## src/rtl/dual_rail_word_tx.sv

```systemverilog
module dual_rail_word_tx #(
  parameter int BYTES_PER_WORD = 4,
  parameter int GAP_BITS       = 4
) (
  input  logic       clk,
  input  logic       rst,
  input  logic       par_en,
  input  logic       cts_n,
  input  logic       wr_stb,
  input  logic [7:0] wr_byte,
  output logic       rdy,
  output logic       busy_n,
  output logic       rail_zero,
  output logic       rail_one,
  output logic       underwrite
);
  localparam int WORD_BITS = 8 * BYTES_PER_WORD;
  localparam int CW        = $clog2(WORD_BITS);
  localparam int GAP_CLKS  = 4 * GAP_BITS;
  localparam int GW        = $clog2(GAP_CLKS + 1);

  typedef enum logic [1:0] {IDLE, SEND, GAP} st_t;

  st_t           st;
  logic [1:0]    ph;
  logic [CW-1:0] bitn;
  logic [7:0]    shf;
  logic [7:0]    hold;
  logic          hold_full;
  logic          par_acc;
  logic          uw;
  logic [GW-1:0] gcnt;

  wire last_bit = bitn == CW'(WORD_BITS - 1);
  wire byte_end = bitn[2:0] == 3'd7;
  wire cur      = (par_en && last_bit) ? ~par_acc : shf[0];
  wire stall    = (st == SEND) && (ph == 2'd0) && cts_n;
  wire pulse    = (st == SEND) && !ph[1] && !stall;
  wire load     = wr_stb && !hold_full;

  assign rail_one   = pulse && cur;
  assign rail_zero  = pulse && !cur;
  assign busy_n     = st != SEND;
  assign rdy        = !hold_full;
  assign underwrite = uw;

  always_ff @(posedge clk) begin
    if (rst) begin
      st        <= IDLE;
      ph        <= 2'd0;
      bitn      <= '0;
      shf       <= 8'd0;
      hold      <= 8'd0;
      hold_full <= 1'b0;
      par_acc   <= 1'b0;
      uw        <= 1'b0;
      gcnt      <= '0;
    end else begin
      if (load) begin
        hold      <= wr_byte;
        hold_full <= 1'b1;
      end
      case (st)
        IDLE: begin
          if (hold_full && !cts_n) begin
            st        <= SEND;
            shf       <= hold;
            hold_full <= 1'b0;
            ph        <= 2'd0;
            bitn      <= '0;
            par_acc   <= 1'b0;
          end
        end
        SEND: begin
          if (!stall) begin
            ph <= ph + 2'd1;
            if (ph == 2'd3) begin
              par_acc <= par_acc ^ cur;
              if (last_bit) begin
                st   <= GAP;
                gcnt <= '0;
              end else if (byte_end) begin
                if (hold_full) begin
                  shf       <= hold;
                  hold_full <= 1'b0;
                  bitn      <= bitn + CW'(1);
                end else begin
                  uw   <= 1'b1;
                  st   <= GAP;
                  gcnt <= '0;
                end
              end else begin
                shf  <= shf >> 1;
                bitn <= bitn + CW'(1);
              end
            end
          end
        end
        GAP: begin
          if (gcnt == GW'(GAP_CLKS - 1)) st <= IDLE;
          else gcnt <= gcnt + GW'(1);
        end
        default: st <= IDLE;
      endcase
    end
  end
endmodule


```

## config.mk

```make
export PLATFORM = sky130hd
export DESIGN_NAME = dual_rail_word_tx
export DESIGN_NICKNAME = d
export VERILOG_FILES = /design/src/rtl/dual_rail_word_tx.sv
export SDC_FILE = /design/constraint.sdc
export NUM_CORES = 1
export LEC_CHECK = 0
export BUFFER_PORTS_ARGS = -buffer_cell sky130_fd_sc_hd__clkbuf_2
export CORE_MARGIN = 2
export CORE_UTILIZATION = 25
export CTS_BUF_LIST = sky130_fd_sc_hd__clkbuf_2
export CTS_CLUSTER_DIAMETER = 100
export DETAILED_ROUTE_END_ITERATION = 10
export GPL_ROUTABILITY_DRIVEN = 0
export PLACE_DENSITY = 0.41
export SLEW_MARGIN = 20
export SYNTH_ARGS = -nofsm -noshare
export SYNTH_HDL_FRONTEND = slang
export SYNTH_SLANG_ARGS = --single-unit
```

## constraint.sdc

```tcl
create_clock -name clk -period 3.5 [get_ports clk]
set_input_delay 0.7 -clock clk [delete_from_list [all_inputs] [get_ports clk]]
set_output_delay 0.7 -clock clk [all_outputs]
set_load 0.05 [all_outputs]
```

# Yosys cells after proc, flatten, opt, wreduce, memory -nomap -nowiden
# Index checks and enable logic that the tools add are counted.
[word_totals] memories=0 romBits=0 word_cells=102 latch_bits=0 regBits=33 mem_bits_rw=0
[classes] add_sub_neg=3 order_cmp=0 n_bitwise=5 n_mux=45 reduce_logical=24 n_eq_ne=16 n_shift=0 multipliers=0 n_div=0
[op_table] op="5-bit 2-to-1 mux" n=12
[op_table] op="8-bit 2-to-1 mux" n=6
[op_table] op="6-bit AND reduction" n=4
[op_table] op="5-bit one-hot mux with 2 select lines" n=2
[op_table] op="2-bit 2-to-1 mux" n=9
[op_table] op="8-bit one-hot mux with 2 select lines" n=1
[op_table] op="1-bit 2-to-1 mux" n=11
[op_table] op="5-bit by 1-bit adder with 5-bit output (second input constant)" n=2
[op_table] op="2-bit inequality test (second input constant)" n=5
[op_table] op="1-bit logical AND" n=9
[op_table] op="3-bit inequality test (second input constant)" n=3
[op_table] op="2-bit one-hot mux with 3 select lines" n=1
[op_table] op="5-bit by 4-bit equality test with 1-bit output (second input constant)" n=1
[op_table] op="5-bit equality test (second input constant)" n=1
[op_table] op="1-bit logical NOT" n=5
[op_table] op="2-bit equality test (second input constant)" n=2
[op_table] op="2-bit logical NOT" n=2
[op_table] op="2-bit by 1-bit inequality test with 1-bit output (second input constant)" n=2
[op_table] op="1-bit NOT" n=4
[op_table] op="1-bit one-hot mux with 2 select lines" n=2
[op_table] op="2-bit one-hot mux with 2 select lines" n=1
[op_table] op="4-bit AND reduction" n=1
[op_table] op="2-bit nonzero test" n=2
[op_table] op="3-bit equality test (second input constant)" n=1
[op_table] op="4 further kinds" n=4

# Longest topological paths before layout
# Gate-level depths: netlist of the first run.
[logic_depth] ltp_word=9 depth_mapped=8

# Worst setup path before layout of the first run
# No wires, ideal clock.
[synth_timing] path_kind="flip-flop to output port" start="register bitn[0]" end="output port rail_one" t_arrival_ns=2.470 t_required_ns=2.800 stages_incl_launch_ff=7 slack_ns=0.330 path_cell_list="dfxtp_1 -> ha_1 -> and3_1 -> ha_1 -> nand2_1 -> mux2i_1 -> nor3b_1"
[synth_via] elab_chain_cells=4
[synth_lines] element="start: declaration" line="26" text="logic [CW-1:0] bitn;"
[synth_lines] element="start signal: assignment" line="86" text="bitn <= bitn + CW'(1);"
[synth_lines] element="start signal: assignment" line="94" text="bitn <= bitn + CW'(1);"
[synth_lines] element="5-bit equality test" line="34" text="wire last_bit = bitn == CW'(WORD_BITS - 1);"
[synth_lines] element="1-bit logical AND" line="36" text="wire cur = (par_en && last_bit) ? ~par_acc : shf[0];"
[synth_lines] element="1-bit 2-to-1 mux" line="36"
[synth_lines] element="1-bit logical AND" line="41" text="assign rail_one = pulse && cur;"
[synth_lines] element="end: declaration" line="14" text="output logic rail_one,"
# No other way between the ends.

# Worst setup path after layout of the first run
# Same ends and word-level chain as after synthesis.

==> results.sh, run 1 <==
export IMPL_nets=210
export IMPL_drtIter0Drc=15
export IMPL_grt_max_degree=31
export IMPL_fp_dieH_um=85.2
export IMPL_fillCellCount=692
export IMPL_dpl_cell_area_um2=1790
export IMPL_hp_class="reg -> reg"
export IMPL_dpl_worst_slack_ns=0.869
export IMPL_first_pass_iters=4
export IMPL_grt_pass1_vias=1301
export IMPL_synth_cell_types=47
export IMPL_postCtsSetupBuffers=0
export IMPL_arrival_ns=2.33
export IMPL_core_area_um2=6350
export IMPL_ant_nets=0
export IMPL_root_buffer="clkbuf_2"
export IMPL_synth_warnings=0
export IMPL_cap_violations=0
export IMPL_wl_per_cell_um=13.4
export IMPL_crit_path_top_delay_cell="dfxtp_1"
export IMPL_die_area_um2=7260
export IMPL_ys_ff_latch=33
export IMPL_fin_setup_tns_ns=0
export IMPL_clock_latency_ns=0.37
export IMPL_clock_path_buffers=2
export IMPL_p_per_area_nw_per_um2=366
export IMPL_syn_nets=193
export IMPL_crit_chain="ha_1 > and3_1 > ha_1 > nand2_1 > mux2i_1 > nor3b_1 > clkbuf_2"
export IMPL_synth_cells=173
export IMPL_cts_htree_levels=2
export IMPL_drive_above_1_share=0.195
export IMPL_async_flop_share=0
export IMPL_finalCritPeriodShare=0.867
export IMPL_synth_flop_cell="dfxtp_1"
export IMPL_grt_usage=0.108
export IMPL_clk_pin_slew_ns=0.16
export IMPL_rr_worst_depth=6
export IMPL_worstPathRequired_ns=2.80
export IMPL_worstReg2RegEnd="bitn[0]$_SDFFE_PP0P_"
export IMPL_holdPathEnd="gcnt[4]$_SDFFE_PP0P_"
export IMPL_yosysSeqAreaShare=0.401
export IMPL_fin_ws_ns=0.466
export IMPL_dp_cells=260
export IMPL_path_delay_family="simple AND/OR/NAND/NOR gates"
export IMPL_rsz0062_at_grt="false"
export IMPL_vdd_drop_max_mv=0.161
export IMPL_drt_drc_violations_left=0
export IMPL_final_cells=267
export IMPL_dr_total_vias=1308
export IMPL_syn_avg_cell_area_um2=9.53
export IMPL_ios=18
export IMPL_period_needed_ns=3.03
export IMPL_hold_viol=0
export IMPL_utilization=0.287
export IMPL_end_kind="output port"
export IMPL_vias_per_cell=4.90
export IMPL_p_leak_nw=0.704
export IMPL_rows=29
export IMPL_max_stage_delay_ns=0.36
export IMPL_cts_tree="done"
export IMPL_setup_violations=0
export IMPL_grt_overflow=0
export IMPL_ff2ff_setup_slack_ns=1.39
export IMPL_status="finished, final reports clean"
export IMPL_synth_edff_count=0
export IMPL_wl_um=3570
export IMPL_numClockSinks=33
export IMPL_fp_dieW_um=85.2
export IMPL_drv_slew=0
export IMPL_grt_pass1_wl_um=6200
export IMPL_r2r_start="ph[1]$_SDFFE_PP0P_"
export IMPL_worstHoldStart="gcnt[4]$_SDFFE_PP0P_"
export IMPL_numPortBuffers=17
export IMPL_whs_path_depth=2
export IMPL_worstMarginPinSlew_ns=0.675
export IMPL_postLayoutCellArea_um2=1820
export IMPL_synth_area_um2=1650
export IMPL_antenna_found_initial=0
export IMPL_numCtsBuffers=5
export IMPL_max_slew_margin=0.550
export IMPL_path_buf_inv=1
export IMPL_floorplan_initialDensity=0.260
export IMPL_cts_resized=0
export IMPL_skew_ns=0.00335
export IMPL_cts_hold_buf=0
export IMPL_critPathKind="reg -> out"
export IMPL_place_hpwl_um=2510
export IMPL_antenna_cells=0
export IMPL_area_growth_pct=10.5
export IMPL_startpoint_type="flip-flop"
export IMPL_crit_top_cell="ha_1"
export IMPL_cp_max_fo=8
export IMPL_max_freq_mhz=330
## worst register-to-register path, delay by kind of cell, from the launching register on
| family | cells | cell delay (ns) |
|---|---|---|
| mux | 1 | 0.34 |
| compound gates | 2 | 0.69 |
| flops | 1 | 0.41 |
| fa+ha+maj | 1 | 0.20 |
| simple gates | 1 | 0.31 |
| buf+inv | 1 | 0.07 |
## flip-flops by register name, indices dropped and copies added, names as in the netlist
register / cells
hold: 8
shf: 8
bitn: 5
gcnt: 5
ph: 2
st: 2
hold_full: 1
par_acc: 1
underwrite: 1
## stage by stage
stage,power (W),hold WS (ns)
6_report,0.000668,0.488
3_5_place_dp,0.000503,0.472
4_1_cts,0.000682,0.493
3_3_place_gp,0.000503,0.464
5_1_grt,0.000708,0.513
2_1_floorplan,0.000479,0.447
## synthesized netlist by cell type (3+ instances only)
master | count | area share
a311oi_1 | 7 | 0.037
clkbuf_1 | 3 | 0.0068
a21oi_1 | 16 | 0.049
mux2_2 | 3 | 0.020
a22o_1 | 3 | 0.016
nand3_1 | 5 | 0.015
dfxtp_1 | 33 | 0.40
nor2_1 | 15 | 0.034
o2111ai_1 | 3 | 0.016
buf_2 | 3 | 0.0091
nand2_1 | 11 | 0.025
ha_1 | 7 | 0.053
mux2i_1 | 16 | 0.097
nor3_1 | 4 | 0.012
inv_1 | 5 | 0.011
## per-layer routing
layer  part of all wire  GRT usage  vias up
met5                  0          0        -
met4             0.0084     0.0303        0
met3              0.030     0.0331        3
met2               0.46      0.181       17
met1               0.50      0.133      619
li1                   -          -      669
## layout make-up
type / count / area [um2] / share of cell area
Tap cell: 77 / 96.3 / 0.0528
Inverter: 6 / 22.5 / 0.0124
Sequential cell: 33 / 661 / 0.362
Clock buffer: 6 / 30.0 / 0.0165
Multi-Input combinational cell: 125 / 910 / 0.499
Clock inverter: 1 / 3.75 / 0.00206
Timing Repair Buffer: 19 / 100 / 0.0549
## how the worst max path moves through the flow
stage / startpoint / end / cells after the start / slack, ns
finish: bitn[0]$_SDFFE_PP0P_ / rail_one / 7 / 0.47
global route: bitn[0]$_SDFFE_PP0P_ / rail_one / 7 / 0.22
detailed placement: bitn[0]$_SDFFE_PP0P_ / rail_one / 7 / 0.87
CTS: bitn[0]$_SDFFE_PP0P_ / rail_one / 7 / 0.42
floorplan: bitn[0]$_SDFFE_PP0P_ / rail_one / 6 / 0.33
global placement: bitn[0]$_SDFFE_PP0P_ / rail_one / 7 / 0.90
## logic make-up after synthesis
| group | count (synthesis) | synth area share |
|---|---|---|
| xor gates and xnor gates | 1 | 0.00531 |
| and+or+nand+nor | 55 | 0.193 |
| AOI/OAI and AO/OA | 42 | 0.176 |
| DFF | 33 | 0.401 |
| buffers and inverters | 15 | 0.0478 |
| muxes | 20 | 0.124 |
| adders and majority gates | 7 | 0.0531 |
## placed cells by master, fill, tap and decap left out, types with 2 or more instances in the layout
cell type  Yosys  final
a21oi_1       16     16
nand2b_1       2      2
and3_1         2      2
o211ai_1       2      2
nand2_1       11     11
o2111ai_1      3      3
inv_1          5      5
nor3_1         4      4
o21ai_0        2      2
ha_1           7      7
a311oi_1       7      7
nor2_4         2      2
nand3_1        5      5
and3b_1        2      2
a22o_1         3      3
clkbuf_2       0     23
mux2_2         3      3
dfxtp_1       33     33
mux2i_1       16     16
nor2_1        15     15
buf_4          1      2
## power by group
| group | switching [W] | total (W) | internal [W] | leakage [nW] |
|---|---|---|---|---|
| Sequential | 0.0000125 | 0.000403 | 0.000391 | 0.268 |
| Combinational | 0.0000528 | 0.0000895 | 0.0000367 | 0.409 |
| Clock | 0.000128 | 0.000175 | 0.0000466 | 0.0265 |
Note: power is estimated with default switching activity, not from simulation.
==> run 2: changes to the inputs <==
==> constraint.sdc (replaced) <==
create_clock -name clk -period 3.6 [get_ports clk]
set_input_delay 0.72 -clock clk [delete_from_list [all_inputs] [get_ports clk]]
set_output_delay 0.72 -clock clk [all_outputs]
set_load 0.05 [all_outputs]
==> run 2 against run 1 <==
Net effect:
- cell area fell by 0.41%
- sequential power down 3%
- clock power decreased by 3%
- highest routed layer unchanged
- critical endpoint unchanged
- hold slack gained 0.0011 ns
- largest cell class unchanged
- critical path depth unchanged
- setup slack gained 0.11 ns
- total power decreased by 2.9%
==> results.sh, run 2 (same netlist as run 1, synthesis figures left out) <==
export IMPL_wl_um=3610
export IMPL_fp_dieW_um=85.2
export IMPL_cts_htree_levels=2
export IMPL_max_stage_delay_ns=0.36
export IMPL_vdd_drop_max_mv=0.175
export IMPL_finalCritPeriodShare=0.840
export IMPL_cts_tree="done"
export IMPL_status="finished, final reports clean"
export IMPL_startpoint_type="flip-flop"
export IMPL_drv_slew=0
export IMPL_max_freq_mhz=331
export IMPL_final_common_cell="dfxtp_1"
export IMPL_path_delay_family="simple AND/OR/NAND/NOR gates"
export IMPL_skew_ns=0.0124
export IMPL_place_hpwl_um=2530
export IMPL_fin_ws_ns=0.575
export IMPL_arrival_ns=2.31
export IMPL_grt_pass1_vias=1335
export IMPL_fillCellCount=694
export IMPL_drtIter0Drc=34
export IMPL_grt_max_degree=31
export IMPL_clock_path_buffers=2
export IMPL_crit_top_cell="ha_1"
export IMPL_wl_per_cell_um=13.6
export IMPL_end_kind="output port"
export IMPL_hp_class="reg -> reg"
export IMPL_crit_path_top_delay_cell="dfxtp_1"
export IMPL_crit_chain="ha_1 > and3_1 > ha_1 > nand2_1 > mux2i_1 > nor3b_1 > clkbuf_2"
export IMPL_drt_drc_violations_left=0
export IMPL_p_leak_nw=0.700
export IMPL_antenna_found_initial=0
export IMPL_cts_hold_buf=0
export IMPL_clock_latency_ns=0.37
export IMPL_nets=209
export IMPL_rows=29
export IMPL_setup_violations=0
export IMPL_dpl_worst_slack_ns=0.955
export IMPL_cts_resized=0
export IMPL_antenna_cells=0
export IMPL_fp_dieH_um=85.2
export IMPL_dr_total_vias=1300
export IMPL_worstMarginPinSlew_ns=0.712
export IMPL_max_slew_margin=0.525
export IMPL_rsz0062_at_grt="false"
export IMPL_largestRegisters="hold: 8 flops, shf: 8 flops"
export IMPL_area_growth_pct=10.1
export IMPL_critPathKind="reg -> out"
export IMPL_drive_above_1_share=0.190
export IMPL_numPortBuffers=17
export IMPL_ant_nets=0
export IMPL_core_area_um2=6350
export IMPL_worstPathRequired_ns=2.88
export IMPL_root_buffer="clkbuf_2"
export IMPL_floorplan_initialDensity=0.260
export IMPL_grt_overflow=0
export IMPL_final_cell_mix="dfxtp_1, clkbuf_2, mux2i_1, a21oi_1, nor2_1"
export IMPL_die_area_um2=7260
export IMPL_hold_viol=0
export IMPL_period_needed_ns=3.03
export IMPL_p_per_area_nw_per_um2=357
export IMPL_path_buf_inv=1
export IMPL_first_pass_iters=4
export IMPL_numClockSinks=33
export IMPL_numCtsBuffers=5
export IMPL_grt_usage=0.109
export IMPL_grt_pass1_wl_um=6370
export IMPL_cp_max_fo=8
export IMPL_vias_per_cell=4.89
export IMPL_fin_setup_tns_ns=0
export IMPL_ios=18
export IMPL_clk_pin_slew_ns=0.16
export IMPL_postCtsSetupBuffers=0
export IMPL_cap_violations=0
==> run 2: cell types whose count changed in the layout (fill, tap and decap cells not counted) <==
cell / delta
buf_4: -1
==> run 2: stage by stage <==
stage / std cells / utilization / power [W] / instance area [um2] / hold slack (ns)
after floorplan: 173 / - / 0.000466 / 1650 / 0.447
after CTS: 266 / 0.286 / 0.000662 / 1820 / 0.489
after detailed placement: 259 / 0.281 / 0.000489 / 1780 / 0.464
final: 266 / 0.286 / 0.000648 / 1820 / 0.489
after global placement: 259 / 0.281 / 0.000489 / 1780 / 0.463
after global routing: 266 / 0.286 / 0.000689 / 1820 / 0.520
==> run 2: worst paths after layout <==
check / slack, ns / cells past startpoint / startpoint / end
worst max register to register: 1.27 / 6 / bitn[0]$_SDFFE_PP0P_ / bitn[0]$_SDFFE_PP0P_
worst min-delay path: 0.49 / 2 / gcnt[4]$_SDFFE_PP0P_ / gcnt[4]$_SDFFE_PP0P_
worst max-delay path: 0.57 / 7 / bitn[0]$_SDFFE_PP0P_ / rail_one
worst min register to register: 0.49 / 2 / gcnt[4]$_SDFFE_PP0P_ / gcnt[4]$_SDFFE_PP0P_
==> run 2: layout make-up <==
cell class	instances	area, um2	share of cell area
Clock buffer	6	30.0	0.0165
Clock inverter	1	3.75	0.00207
Inverter	6	22.5	0.0124
Multi-Input combinational cell	125	910	0.501
Sequential cell	33	661	0.364
Tap cell	77	96.3	0.0531
Timing Repair Buffer	18	92.6	0.0510
==> run 2: power by group <==
part | switching (W) | internal (W) | total, W
clock | 0.000124 | 0.0000453 | 0.000169
combinational | 0.0000518 | 0.0000357 | 0.0000875
sequential | 0.0000119 | 0.000380 | 0.000392
total | 0.000187 | 0.000461 | 0.000648
==> run 2: worst register-to-register path: cells and delay by family, from the launching register on <==
kind | cells | cell delay, ns
adder cells (fa/ha/maj) | 2 | 0.47
AO/OA/AOI/OAI | 2 | 0.83
flip-flops | 1 | 0.36
AND/OR/NAND/NOR | 1 | 0.23
multiplexers | 1 | 0.35
==> run 2: routing by layer <==
metal	vias up	track usage	share of wire
li1	665	-	-
met1	611	0.138	0.49
met2	17	0.181	0.45
met3	7	0.0311	0.037
met4	0	0.0346	0.013
met5	-	0	0
